File: src/rtl/dv_align_pkg.sv
// Package: shared constants for the data-valid alignment delay.
// Assumes: three redundant copies; lane code 3 means "no injection".
package dv_align_pkg;
    localparam int unsigned N_COPIES = 3;
    localparam logic [1:0]  LANE_OFF = 2'd3;
endpackage

File: src/rtl/tmr_delay_line.sv
// Module: triplicated shift register with per-stage majority vote.
// Each stage of every copy loads the voted value of the stage before it,
// so a single-copy upset is corrected at the next edge. An optional flip
// mask is XORed into one selected copy for upset testing.
// Assumes: DEPTH >= 2; at most one copy is corrupt at any time.
module tmr_delay_line
    import dv_align_pkg::*;
#(
    parameter int DEPTH = 8
) (
    input  logic             clk,
    input  logic             rst_n,
    input  logic             bit_in,
    input  logic [1:0]       inj_lane,
    input  logic [DEPTH-1:0] inj_mask,
    output logic [DEPTH-1:0] voted,
    output logic             disagree
);
    logic [DEPTH-1:0] shifted;
    logic [DEPTH-1:0] cq [N_COPIES];

    // Next contents: voted state moved one stage on, new bit at stage 0.
    assign shifted = {voted[DEPTH-2:0], bit_in};

    for (genvar c = 0; c < N_COPIES; c++) begin : g_copy
        logic [DEPTH-1:0] q;
        logic             hit;
        assign hit = (inj_lane == 2'(c));
        // One redundant copy: clear on reset, else load voted shift (plus any injected flips).
        always_ff @(posedge clk) begin
            if (!rst_n) q <= '0;
            else        q <= shifted ^ (hit ? inj_mask : '0);
        end
        assign cq[c] = q;
    end

    // Bitwise two-of-three vote across the copies.
    always_comb voted = (cq[0] & cq[1]) | (cq[1] & cq[2]) | (cq[0] & cq[2]);

    // Any stage where a copy disagrees with another.
    always_comb disagree = |((cq[0] ^ cq[1]) | (cq[1] ^ cq[2]));
endmodule

File: src/rtl/edge_marker.sv
// Module: start/end pulse generator on a framing strobe.
// Assumes: strobe has at least one low cycle between events, so start and
// end never fall in the same cycle.
module edge_marker (
    input  logic clk,
    input  logic rst_n,
    input  logic strobe,
    output logic rise,
    output logic fall
);
    logic prev_q;

    // Remember the strobe level from the previous cycle.
    always_ff @(posedge clk) begin
        if (!rst_n) prev_q <= 1'b0;
        else        prev_q <= strobe;
    end

    // Edge decode against the remembered level.
    always_comb begin
        rise = strobe & ~prev_q;
        fall = ~strobe & prev_q;
    end
endmodule

File: src/rtl/sat_counter.sv
// Module: saturating event counter.
// Increments once per clock while inc is high, stops at all-ones.
module sat_counter #(
    parameter int W = 8
) (
    input  logic         clk,
    input  logic         rst_n,
    input  logic         inc,
    output logic [W-1:0] count
);
    localparam logic [W-1:0] TOP = '1;

    // Count up on each flagged cycle until the ceiling is reached.
    always_ff @(posedge clk) begin
        if (!rst_n)                 count <= '0;
        else if (inc && count != TOP) count <= count + 1'b1;
    end
endmodule

File: src/rtl/dv_align_tmr.sv
// Module: top of the data-valid alignment delay.
// Delays dv_in by DEPTH cycles through a triplicated, voted line; registers
// the sample word once so both leave together; marks event start and end;
// flags and counts disagreement between the copies.
// Assumes: events on dv_in are separated by at least one idle cycle.
module dv_align_tmr
    import dv_align_pkg::*;
#(
    parameter int DEPTH    = 8,
    parameter int SAMPLE_W = 8,
    parameter int CNT_W    = 8
) (
    input  logic                clk,
    input  logic                rst_n,
    input  logic                dv_in,
    input  logic [SAMPLE_W-1:0] sample_in,
    input  logic [1:0]          seu_lane,
    input  logic [DEPTH-1:0]    seu_flip,
    output logic                dv_out,
    output logic [SAMPLE_W-1:0] sample_out,
    output logic                sof,
    output logic                eof,
    output logic                err_flag,
    output logic [CNT_W-1:0]    err_count
);
    logic [DEPTH-1:0] vote;

    tmr_delay_line #(.DEPTH(DEPTH)) u_line (
        .clk      (clk),
        .rst_n    (rst_n),
        .bit_in   (dv_in),
        .inj_lane (seu_lane),
        .inj_mask (seu_flip),
        .voted    (vote),
        .disagree (err_flag)
    );

    assign dv_out = vote[DEPTH-1];

    edge_marker u_edge (
        .clk    (clk),
        .rst_n  (rst_n),
        .strobe (dv_out),
        .rise   (sof),
        .fall   (eof)
    );

    sat_counter #(.W(CNT_W)) u_cnt (
        .clk   (clk),
        .rst_n (rst_n),
        .inc   (err_flag),
        .count (err_count)
    );

    // Single register stage on the sample word.
    always_ff @(posedge clk) begin
        if (!rst_n) sample_out <= '0;
        else        sample_out <= sample_in;
    end
endmodule

File: config.mk
export PLATFORM = sky130hd
export DESIGN_NAME = dv_align_tmr
export DESIGN_NICKNAME = d
export VERILOG_FILES = /design/src/rtl/dv_align_pkg.sv /design/src/rtl/tmr_delay_line.sv /design/src/rtl/edge_marker.sv /design/src/rtl/sat_counter.sv /design/src/rtl/dv_align_tmr.sv
export SDC_FILE = /design/constraint.sdc
export NUM_CORES = 1
export LEC_CHECK = 0
export ABC_AREA = 1
export BUFFER_PORTS_ARGS = -buffer_cell sky130_fd_sc_hd__buf_2
export CAP_MARGIN = 20
export CORE_MARGIN = 2
export CORE_UTILIZATION = 35
export CTS_CLUSTER_SIZE = 40
export DETAILED_ROUTE_END_ITERATION = 16
export HOLD_SLACK_MARGIN = 0.12
export PLACE_DENSITY = 0.62
export SYNTH_ARGS = -nofsm -noshare
export SYNTH_HDL_FRONTEND = slang
export SYNTH_SLANG_ARGS = --single-unit
File: constraint.sdc
create_clock -name clk -period 1.3 [get_ports clk]
set_input_delay 0.13 -clock clk [delete_from_list [all_inputs] [get_ports clk]]
set_output_delay 0.13 -clock clk [all_outputs]
set_load 0.1 [all_outputs]
==> qor.yml, run 1 <==
global_routing:
  track_usage: 0.1720
  grt_overflow: 0
  grt_pass1_vias: 2087
  grt_pass1_wl_mm: 8.873
  grt_max_degree: 26
  grt_antenna_before_repair: 0
route:
  drtIter0Drc: 123
  drc_errors: 0
  wirelength_mm: 5.087
  drtPass1Iterations: 4
  routedWlPerCell_um: 11.51
  antenna_left: 0
  viasPerCell: 4.717
  vias: 2085
setup_path:
  r2r_start: "u_line.g_copy[1].q[3]$_SDFF_PN0_"
  path_delay_family: "simple AND/OR/NAND/NOR gates"
  crit_path_max_fanout: 2
  cp.arrival_ns: 1.47
  startpoint_type: "register"
  crit_start: "u_line.g_copy[1].q[3]$_SDFF_PN0_"
  path_buf_inv: 1
  path_class: "reg2out"
  worst_path_largest_cell_delay_ns: 0.38
  worst_path_max_delay_cell: "dfxtp_2"
  worstPathRequired_ns: 1.17
  crit_path_end_kind: "primary output"
  cp_cell_sequence: "ha_4 > nor2_1 > nand2_1 > nor2_2 > nand2_2 > buf_12"
synth:
  synth_top_area_share: 0.3940
  syn-cell-area_mm2: 0.002083
  synth_top_family_by_area: "simple AND/OR/NAND/NOR gates"
  synth_mux_area_frac: 0
  synth_sequential_area_ratio: 0.3940
  yosysWarningCount: 0
  synth-xor-area-share: 0
  synth_fa_ha_area_frac: 0.1021
  ys_top_cells_by_count: "inv_1, nand2_1, dfxtp_1, nand3_1, nor2_1"
  yosys.area.top_type: "dfxtp_1"
  ys_ff_latch: 41
  syn_avg_cell_area_um2: 7.014
  synth_fp_nets: 335
  synth_ff_type: "dfxtp_1"
  yosys.area_share.simple: 0.2486
  synth.most_common_cell: "inv_1"
  synth_cells: 297
  synth_edf_count: 0
  synth_compound_area_frac: 0.1321
  ys_types: 17
  synth-async-reset-ratio: 0
  synthTopCellsByArea: "dfxtp_1, inv_1, ha_1, nand2_1, nand3_1"
placement:
  io_buffers: 40
  gp_congestion: 0.7566
  hpwl_mm: 3.240
layout:
  drive_gt1_frac: 0.3815
  nFillCells: 526
  antenna_cells: 0
  syn_to_final_growth_pct: 51.23
  post-route-util: 0.5385
  final_nets: 404
power:
  powerDensity_mw_per_mm2: 1023
  p_total_uw: 3222
  vdd_drop_max_mv: 0.6320
  power.leakage_uw: 0.001423
sta:
  slew_headroom: 0.6596
  report.final.hold_viol_count: 0
  setup_slack_ns: -0.3025
  fmax_ghz: 0.6240
  grt_setup_unrepaired: "true"
  fin_crit_ns: 1.603
  worst_pin_slew_ns: 0.5101
  tns_ns: -2.153
  fin_crit_sh: 1.233
  finalSetupViolations: 12
  clock_skew_ns: 0.006562
  maxSlewViolCount: 0
clock_tree:
  root_buffer: "clkbuf_8"
  cts_tree: "done"
  clkSinkCount: 41
  clkSlewWorstSetupHoldPaths_ns: 0.08
  numCtsBuffers: 5
  clk_latency_ns: 0.29
  cts_buffer_depth: 2
  cts_max_level: 2
die:
  fp.dieW_um: 81.15
  pin_count: 41
  fp.dieH_um: 81.15
  dieArea_mm2: 0.006585
  initial_core_util: 0.3561
  core-area_mm2: 0.005851
  placementRows: 28
run:
  max_cap_viol_count: 0
outcome:
  status: "finished with violations"
  violations: "setup timing"
min_path:
  hp-class: "in2reg"
  hold_start: "dv_in"
-- power by group --
part	internal, µW	switching, µW	total, µW	leakage [µW]
Sequential	1330	88.9	1420	0.000353
Clock	493	438	931	0.0000534
Combinational	307	567	873	0.00102
Total	2130	1090	3220	0.00142
-- stage by stage --
step	setup WS (ns)	cell area [µm²]	hold WS [ns]	cells
2_1_floorplan	-0.2634	2203	0.2276	297
3_3_place_gp	-0.1510	2571	0.3109	413
3_5_place_dp	-0.1584	2571	0.3167	413
4_1_cts	-0.4112	3000	0.1219	446
5_1_grt	-0.3691	3151	0.1388	442
6_report	-0.3025	3151	0.1255	442
-- logic make-up (layout without fill, tap and decap cells) --
kind of cell,count (synthesis),in the layout
fa+ha+maj,17,17
buf+inv,65,135
compound gates,55,55
flops,41,41
simple gates,119,119
-- area by class of cell --
type | instances | area (µm²) | share of cell area
Clock inverter | 1 | 5.005 | 0.001589
Tap cell | 75 | 93.84 | 0.02979
Timing Repair Buffer | 66 | 506.7 | 0.1608
Multi-Input combinational cell | 191 | 1324 | 0.4202
Clock buffer | 7 | 97.59 | 0.03098
Inverter | 61 | 231.5 | 0.07347
Sequential cell | 41 | 892.1 | 0.2832
-- state kept, by name, summed over array words and instances (netlist names) --
register,cells
sample_out,8
u_line.g_copy.q,24
u_edge.prev_q,1
u_cnt.count,8
-- placed cells by master (no fill, tap or decap), drive strengths merged --
master and instances:
dfxtp 41, o21ai 26, a21oi 29, ha 17, nor3 1, nor2 36
inv 61, nand2 45, nand3 34, nand4 3, clkinv 1, dlygate4sd3 12
buf 53, clkbuf 8
-- worst paths after layout --
path              slack (ns)  depth (start not counted)                                to
setup / recovery       -0.30                          6                          err_flag
hold / removal          0.13                          3  u_line.g_copy[2].q[0]$_SDFF_PN0_
setup reg to reg       -0.22                         10       u_cnt.count[5]$_SDFFE_PN0P_
hold reg to reg         0.52                          2       u_cnt.count[4]$_SDFFE_PN0P_
-- metal layers --
metal / share of wire / global-route usage / wire, µm / vias up
met3: 0.044 / 0.03556 / 226 / 14
met1: 0.45 / 0.2036 / 2277 / 936
li1: - / - / - / 1082
met2: 0.48 / 0.3050 / 2461 / 53
met5: 0 / 0 / 0 / -
met4: 0.024 / 0.06441 / 122 / 0
-- worst register-to-register path, delay by kind of cell, from the launching register on --
family / cells / cell delay (ns)
flip-flops: 1 / 0.38
adder cells (fa/ha/maj): 1 / 0.20
AND/OR/NAND/NOR: 7 / 0.56
buffers and inverters: 2 / 0.28
-- repair_timing --
action / 4_1_cts / 5_1_grt
endpoints found under the hold margin: 15 / 0
buffers inserted: 13 / 0
resized for setup: 22 / 41
hold buffers: 12 / 0
pin swaps: 17 / 16
endpoints found under the setup margin: 11 / 13
Note: power is estimated with default switching activity, not from simulation.
==> run 2, diff against run 1 <==
--- a/config.mk
+++ b/config.mk
@@ -10,10 +10,12 @@
 export CAP_MARGIN = 20
 export CORE_MARGIN = 2
 export CORE_UTILIZATION = 35
+export CTS_BUF_LIST = sky130_fd_sc_hd__clkbuf_4 sky130_fd_sc_hd__clkbuf_8
 export CTS_CLUSTER_SIZE = 40
 export DETAILED_ROUTE_END_ITERATION = 16
 export HOLD_SLACK_MARGIN = 0.12
 export PLACE_DENSITY = 0.62
 export SYNTH_ARGS = -nofsm -noshare
 export SYNTH_HDL_FRONTEND = slang
+export SYNTH_HIERARCHICAL = 1
 export SYNTH_SLANG_ARGS = --single-unit
==> qor.yml, run 2 <==
synth:
  synth_fa_ha_area_frac: 0.1004  # was 0.1021
  syn-cell-area_mm2: 0.002120  # was 0.002083 mm²
  yosys.area_share.simple: 0.4002  # was 0.2486
  synth_top_area_share: 0.3872  # was 0.3940
  syn_avg_cell_area_um2: 6.644  # was 7.014 µm²
  synth_cells: 319  # was 297
  ys_types: 20  # was 17
  synth_mux_area_frac: 0  # unchanged
  yosysWarningCount: 6  # was 0
  synth-xor-area-share: 0  # unchanged
  synthTopCellsByArea: "dfxtp_1, nor2_1, nand2_1, ha_1, inv_1"  # was dfxtp_1, inv_1, ha_1, nand2_1, nand3_1
  ys_top_cells_by_count: "nor2_1, nand2_1, dfxtp_1, inv_1, ha_1"  # was inv_1, nand2_1, dfxtp_1, nand3_1, nor2_1
  synth_compound_area_frac: 0.02952  # was 0.1321
  synth.most_common_cell: "nor2_1"  # was inv_1
  yosys.area.top_type: "dfxtp_1"  # unchanged
  synth-async-reset-ratio: 0  # unchanged
  synth_sequential_area_ratio: 0.3872  # was 0.3940
  synth_fp_nets: 357  # was 335
  synth_ff_type: "dfxtp_1"  # unchanged
  ys_ff_latch: 41  # unchanged
  synth_edf_count: 0  # unchanged
  synth_top_family_by_area: "simple AND/OR/NAND/NOR gates"  # unchanged
sta:
  fmax_ghz: 0.6236  # was 0.6240 GHz
  maxSlewViolCount: 0  # unchanged
  worst_pin_slew_ns: 0.4949  # was 0.5101 ns
  clock_skew_ns: 0.01002  # was 0.006562 ns
  fin_crit_sh: 1.233  # about the same
  fin_crit_ns: 1.603  # about the same
  report.final.hold_viol_count: 0  # unchanged
  grt_setup_unrepaired: "true"  # unchanged
  hold_ws_ns: 0.1795  # was 0.1255 ns
  setup_slack_ns: -0.3035  # was -0.3025 ns
  finalSetupViolations: 12  # unchanged
  slew_headroom: 0.6723  # was 0.6596
clock_tree:
  clkSlewWorstSetupHoldPaths_ns: 0.08  # about the same
  cts_buffer_depth: 2  # unchanged
  clkSinkCount: 41  # unchanged
  numCtsBuffers: 5  # unchanged
  cts_max_level: 2  # unchanged
  cts_tree: "done"  # unchanged
  clk_latency_ns: 0.29  # about the same
  root_buffer: "clkbuf_8"  # unchanged
global_routing:
  grt_pass1_wl_mm: 7.348  # was 8.873 mm
  grt_antenna_before_repair: 0  # unchanged
  grt_pass1_vias: 1804  # was 2087
  track_usage: 0.1424  # was 0.1720
  grt_overflow: 0  # unchanged
  grt_max_degree: 28  # was 26
placement:
  gp_congestion: 0.7346  # was 0.7566
  dp.cells: 432  # was 413
  hpwl_mm: 3.119  # was 3.240 mm
  io_buffers: 40  # unchanged
power:
  p_total_uw: 2823  # was 3222 µW
  vdd_drop_max_mv: 0.5323  # was 0.6320 mV
  powerDensity_mw_per_mm2: 960.1  # was 1023 mW/mm²
  power.leakage_uw: 0.001466  # was 0.001423 µW
setup_path:
  path_class: "reg2out"  # unchanged
  worstPathRequired_ns: 1.17  # about the same
  cp.arrival_ns: 1.47  # about the same
  crit_path_max_fanout: 4  # was 2
  worst_path_largest_cell_delay_ns: 0.38  # about the same
  startpoint_type: "register"  # unchanged
  crit_path_end_kind: "primary output"  # unchanged
  rrSetupSlack_ns: -0.27  # was -0.22 ns
  worst_path_max_delay_cell: "dfxtp_2"  # unchanged
  cp_cell_sequence: "ha_4 > nor2_1 > nand2_1 > nor2_2 > nand2_4 > buf_12"  # was ha_4 > nor2_1 > nand2_1 > nor2_2 > nand2_2 > buf_12
layout:
  drive_gt1_frac: 0.3210  # was 0.3815
  final_common_cell: "nor2_1"  # was inv_1
  nFillCells: 588  # was 526
  finalNonFillerCells: 452  # was 442
  largest_register_ffs: 24  # unchanged
  antenna_cells: 0  # unchanged
  syn_to_final_growth_pct: 38.72  # was 51.23%
  mostFrequentLayoutCells: "nor2_1, nand2_1, buf_2"  # was inv_1, nand2_1, buf_2
  reg_top3: "u_line/g_copy.q (24), sample_out (8), u_cnt/count (8)"  # was u_line.g_copy.q (24), sample_out (8), u_cnt.count (8)
  max_flop_register: "u_line/g_copy.q"  # was u_line.g_copy.q
  final_nets: 414  # was 404
route:
  antenna_left: 0  # unchanged
  drc_errors: 0  # unchanged
  drtIter0Drc: 49  # was 123
  routedWlPerCell_um: 9.777  # was 11.51 µm
  drtPass1Iterations: 4  # unchanged
  vias: 1984  # was 2085
  wirelength_mm: 4.419  # was 5.087 mm
  viasPerCell: 4.389  # was 4.717
die:
  dieArea_mm2: 0.006695  # was 0.006585 mm²
  pin_count: 41  # unchanged
  initial_core_util: 0.3601  # was 0.3561
  fp.dieH_um: 81.82  # was 81.15 µm
  fp.dieW_um: 81.82  # was 81.15 µm
  core-area_mm2: 0.005886  # was 0.005851 mm²
  placementRows: 28  # unchanged
outcome:
  violations: "setup timing"  # unchanged
  status: "finished with violations"  # unchanged
run:
  max_cap_viol_count: 0  # unchanged
min_path:
  hp-class: "in2reg"  # unchanged
-- run 2: changes by cell type in the layout (fill, tap and decap cells not counted), moves of 5 or more --
cell / change
a21oi_1: -20
dfxtp_1: +5
dfxtp_4: -6
inv_1: -29
nand2_1: +47
nand3_1: -20
nor2_1: +68
o21ai_0: -22
-- run 2: final cells by class --
cell class / count / area [µm²] / share of cell area
well taps: 75 / 93.84 / 0.03191
inverters: 33 / 123.9 / 0.04213
flip-flops and latches: 41 / 870.8 / 0.2962
repair buffers: 56 / 421.7 / 0.1434
clock buffers: 5 / 68.82 / 0.02340
clock inverters: 3 / 17.52 / 0.005957
multi-input cells: 239 / 1344 / 0.4570
-- run 2: path summary, 6_finish.rpt --
path | start | to | cells after the start
max | u_line/g_copy[1].q[6]$_SDFF_PN0_ | err_flag | 6
min reg2reg | u_cnt/count[6]$_SDFFE_PN0P_ | u_cnt/count[6]$_SDFFE_PN0P_ | 2
max reg2reg | u_line/g_copy[1].q[6]$_SDFF_PN0_ | u_cnt/count[6]$_SDFFE_PN0P_ | 11
min | seu_flip[0] | u_line/g_copy[0].q[0]$_SDFF_PN0_ | 3
-- run 2: metal layers --
metal	GRT usage	routed length, µm
met5	0	0
met4	0.06000	74
met3	0.03516	137
met2	0.2610	2201
met1	0.1549	2006
-- run 2: what timing repair did --
| item | 4_1_cts | 5_1_grt |
|---|---|---|
| cloned | 0 | 0 |
| pin swaps | 10 | 16 |
| endpoints found under the hold margin | 9 | 0 |
| endpoints found under the setup margin | 12 | 13 |
| resized for setup | 21 | 32 |
| setup buffers | 2 | 1 |
| hold buffers | 9 | 0 |
-- run 2: through the flow --
step / setup TNS, ns / area [µm²] / utilization / setup slack, ns
after floorplan: -2.840 / 2203 / - / -0.3471
after CTS: -2.929 / 2790 / 0.4741 / -0.3363
after global routing: -3.750 / 2940 / 0.4996 / -0.3763
final: -2.709 / 2940 / 0.4996 / -0.3035
after global placement: -1.358 / 2497 / 0.4243 / -0.1903
after detailed placement: -1.659 / 2497 / 0.4243 / -0.2280
-- run 2: critical path: cells and delay by family, from the launching register on --
kind	cells	cell delay [ns]
buffers and inverters	1	0.17
DFF	1	0.38
and+or+nand+nor	4	0.42
adders and majority gates	1	0.20
-- run 2: cells by family after synthesis --
group           Yosys count
simple gates            211
flops                    41
buf+inv                  39
fa+ha+maj                17
compound gates           11
-- run 2: power breakdown --
part,internal [µW],switching [µW]
Combinational,211,432
Clock,370,428
Sequential,1320,60.8
==> run 3, diff against run 2 <==
--- a/config.mk
+++ b/config.mk
@@ -14,7 +14,7 @@
 export CTS_CLUSTER_SIZE = 40
 export DETAILED_ROUTE_END_ITERATION = 16
 export HOLD_SLACK_MARGIN = 0.12
-export PLACE_DENSITY = 0.62
+export PLACE_DENSITY_LB_ADDON = 0.3
 export SYNTH_ARGS = -nofsm -noshare
 export SYNTH_HDL_FRONTEND = slang
 export SYNTH_HIERARCHICAL = 1
==> qor.yml, run 3 (synthesized netlist as in run 2, its figures left out) <==
outcome:
  status: "finished with violations"  # unchanged
  violations: "setup timing"  # unchanged
clock_tree:
  root_buffer: "clkbuf_8"  # unchanged
  cts_max_level: 2  # unchanged
  numCtsBuffers: 5  # unchanged
  cts_tree: "done"  # unchanged
  clkSinkCount: 41  # unchanged
  cts_buffer_depth: 2  # unchanged
  clk_latency_ns: 0.30  # was 0.29 ns
  clkSlewWorstSetupHoldPaths_ns: 0.08  # about the same
sta:
  worst_pin_slew_ns: 0.4930  # was 0.4949 ns
  report.final.hold_viol_count: 0  # unchanged
  grt_setup_unrepaired: "true"  # unchanged
  fmax_ghz: 0.6199  # was 0.6236 GHz
  slew_headroom: 0.6736  # was 0.6723
  fin_crit_ns: 1.613  # was 1.603 ns
  clock_skew_ns: 0.005602  # was 0.01002 ns
  setup_slack_ns: -0.3132  # was -0.3035 ns
  maxSlewViolCount: 0  # unchanged
  hold_ws_ns: 0.1612  # was 0.1795 ns
  finalSetupViolations: 12  # unchanged
  fin_crit_sh: 1.241  # was 1.233
die:
  fp.dieW_um: 81.82  # unchanged
  placementRows: 28  # unchanged
  core-area_mm2: 0.005886  # unchanged
  fp.dieH_um: 81.82  # unchanged
  initial_core_util: 0.3601  # unchanged
  pin_count: 41  # unchanged
  dieArea_mm2: 0.006695  # unchanged
run:
  max_cap_viol_count: 0  # unchanged
layout:
  largest_register_ffs: 24  # unchanged
  final_common_cell: "nor2_1"  # unchanged
  mostFrequentLayoutCells: "nor2_1, nand2_1, buf_2"  # unchanged
  reg_top3: "u_line/g_copy.q (24), sample_out (8), u_cnt/count (8)"  # unchanged
  antenna_cells: 0  # unchanged
  max_flop_register: "u_line/g_copy.q"  # unchanged
  syn_to_final_growth_pct: 42.21  # was 38.72%
  final_nets: 416  # was 414
  drive_gt1_frac: 0.3377  # was 0.3210
  post-route-util: 0.5121  # was 0.4996
setup_path:
  crit_path_end_kind: "primary output"  # unchanged
  worstPathRequired_ns: 1.17  # about the same
  path_class: "reg2out"  # unchanged
  crit_path_max_fanout: 3  # was 4
  startpoint_type: "register"  # unchanged
  cp.arrival_ns: 1.48  # was 1.47 ns
route:
  viasPerCell: 4.399  # was 4.389
  antenna_left: 0  # unchanged
  drtPass1Iterations: 4  # unchanged
  routedWlPerCell_um: 10.07  # was 9.777 µm
  wirelength_mm: 4.570  # was 4.419 mm
  vias: 1997  # was 1984
  drc_errors: 0  # unchanged
  drtIter0Drc: 63  # was 49
placement:
  gp_congestion: 0.7330  # was 0.7346
  io_buffers: 40  # unchanged
  pre_cts_slack_ns: -0.2281  # was -0.2280 ns
  hpwl_mm: 3.061  # was 3.119 mm
global_routing:
  grt_max_degree: 20  # was 28
  grt_antenna_before_repair: 0  # unchanged
  grt_overflow: 0  # unchanged
  grt_pass1_wl_mm: 7.624  # was 7.348 mm
  track_usage: 0.1482  # was 0.1424
  grt_pass1_vias: 1869  # was 1804
power:
  switching_share: 0.3138  # was 0.3262
  powerDensity_mw_per_mm2: 1024  # was 960.1 mW/mm²
  intPower_uw: 2118  # was 1902 µW
  vdd_drop_max_mv: 0.4913  # was 0.5323 mV
  pwr-share-seq: 0.449  # was 0.489
  p_comb_frac: 0.213  # was 0.228
  p_sw_uw: 968.6  # was 921.0 µW
  power.leakage_uw: 0.001485  # was 0.001466 µW
  clkPwrFrac: 0.338  # was 0.283
min_path:
  hp-class: "in2reg"  # unchanged
[run 3: changes by cell type in the layout (fill, tap and decap cells not counted), moves of 2 or more]
cell      delta
clkinv_2     -2
dfxtp_1      -2
dfxtp_2      +3
ha_1         -2
ha_4         +2
inv_4        +2
[run 3: critical path: stages (launching register included)]
cell	delay, ns
dfxtp_4	0.37
ha_4	0.21
nor2_2	0.10
nand2_1	0.08
nor2_2	0.15
nand2_4	0.10
buf_12	0.17
[run 3: cell type report]
cell class | instances | area [µm²]
clock buffer | 5 | 68.82
clock inverter | 3 | 45.04
fill | 558 | 2872
inverter | 33 | 126.4
multi-input combinational | 239 | 1374
sequential | 41 | 870.8
tap | 75 | 93.84
timing repair buffer | 58 | 435.4
[run 3: stage by stage]
| stage | setup TNS, ns | std cells | area [µm²] | total power, µW |
|---|---|---|---|---|
| 3_5_place_dp | -1.531 | 433 | 2492 | 1970 |
| 6_report | -2.855 | 454 | 3014 | 3087 |
| 5_1_grt | -3.723 | 454 | 3014 | 3263 |
| 2_1_floorplan | -2.840 | 319 | 2203 | 1852 |
| 3_3_place_gp | -1.375 | 433 | 2492 | 1962 |
| 4_1_cts | -2.896 | 452 | 2908 | 3095 |
[run 3: power groups by stage]
stage | Sequential, µW | Combinational [µW] | Clock [µW]
global placement | 1390 | 570 | 0
CTS | 1380 | 631 | 1080
finish | 1390 | 659 | 1040
floorplan | 1580 | 271 | 0
global route | 1400 | 723 | 1140
detailed placement | 1390 | 575 | 0
[run 3: path summary, 6_finish.rpt]
kind | start | to | slack, ns | cells past startpoint
worst max-delay path | u_line/g_copy[1].q[1]$_SDFF_PN0_ | err_flag | -0.31 | 6
worst min-delay path | seu_flip[0] | u_line/g_copy[0].q[0]$_SDFF_PN0_ | 0.16 | 3
worst max register to register | u_line/g_copy[1].q[1]$_SDFF_PN0_ | u_cnt/count[4]$_SDFFE_PN0P_ | -0.26 | 10
worst min register to register | u_cnt/count[6]$_SDFFE_PN0P_ | u_cnt/count[6]$_SDFFE_PN0P_ | 0.48 | 2
[run 3: per-layer routing]
metal / part of all wire / global-route usage / vias up
met3: 0.043 / 0.04615 / 2
met2: 0.50 / 0.2561 / 32
met1: 0.45 / 0.1751 / 879
met4: 0.0092 / 0.04500 / 0
met5: 0 / 0 / -
li1: - / - / 1084
[run 3: repair_timing]
action	4_1_cts	5_1_grt
endpoints found under the setup margin	12	13
hold buffers	9	0
resized for setup	42	20
pin swaps	21	16
buffers inserted	2	2
hold endpoints to repair	9	0
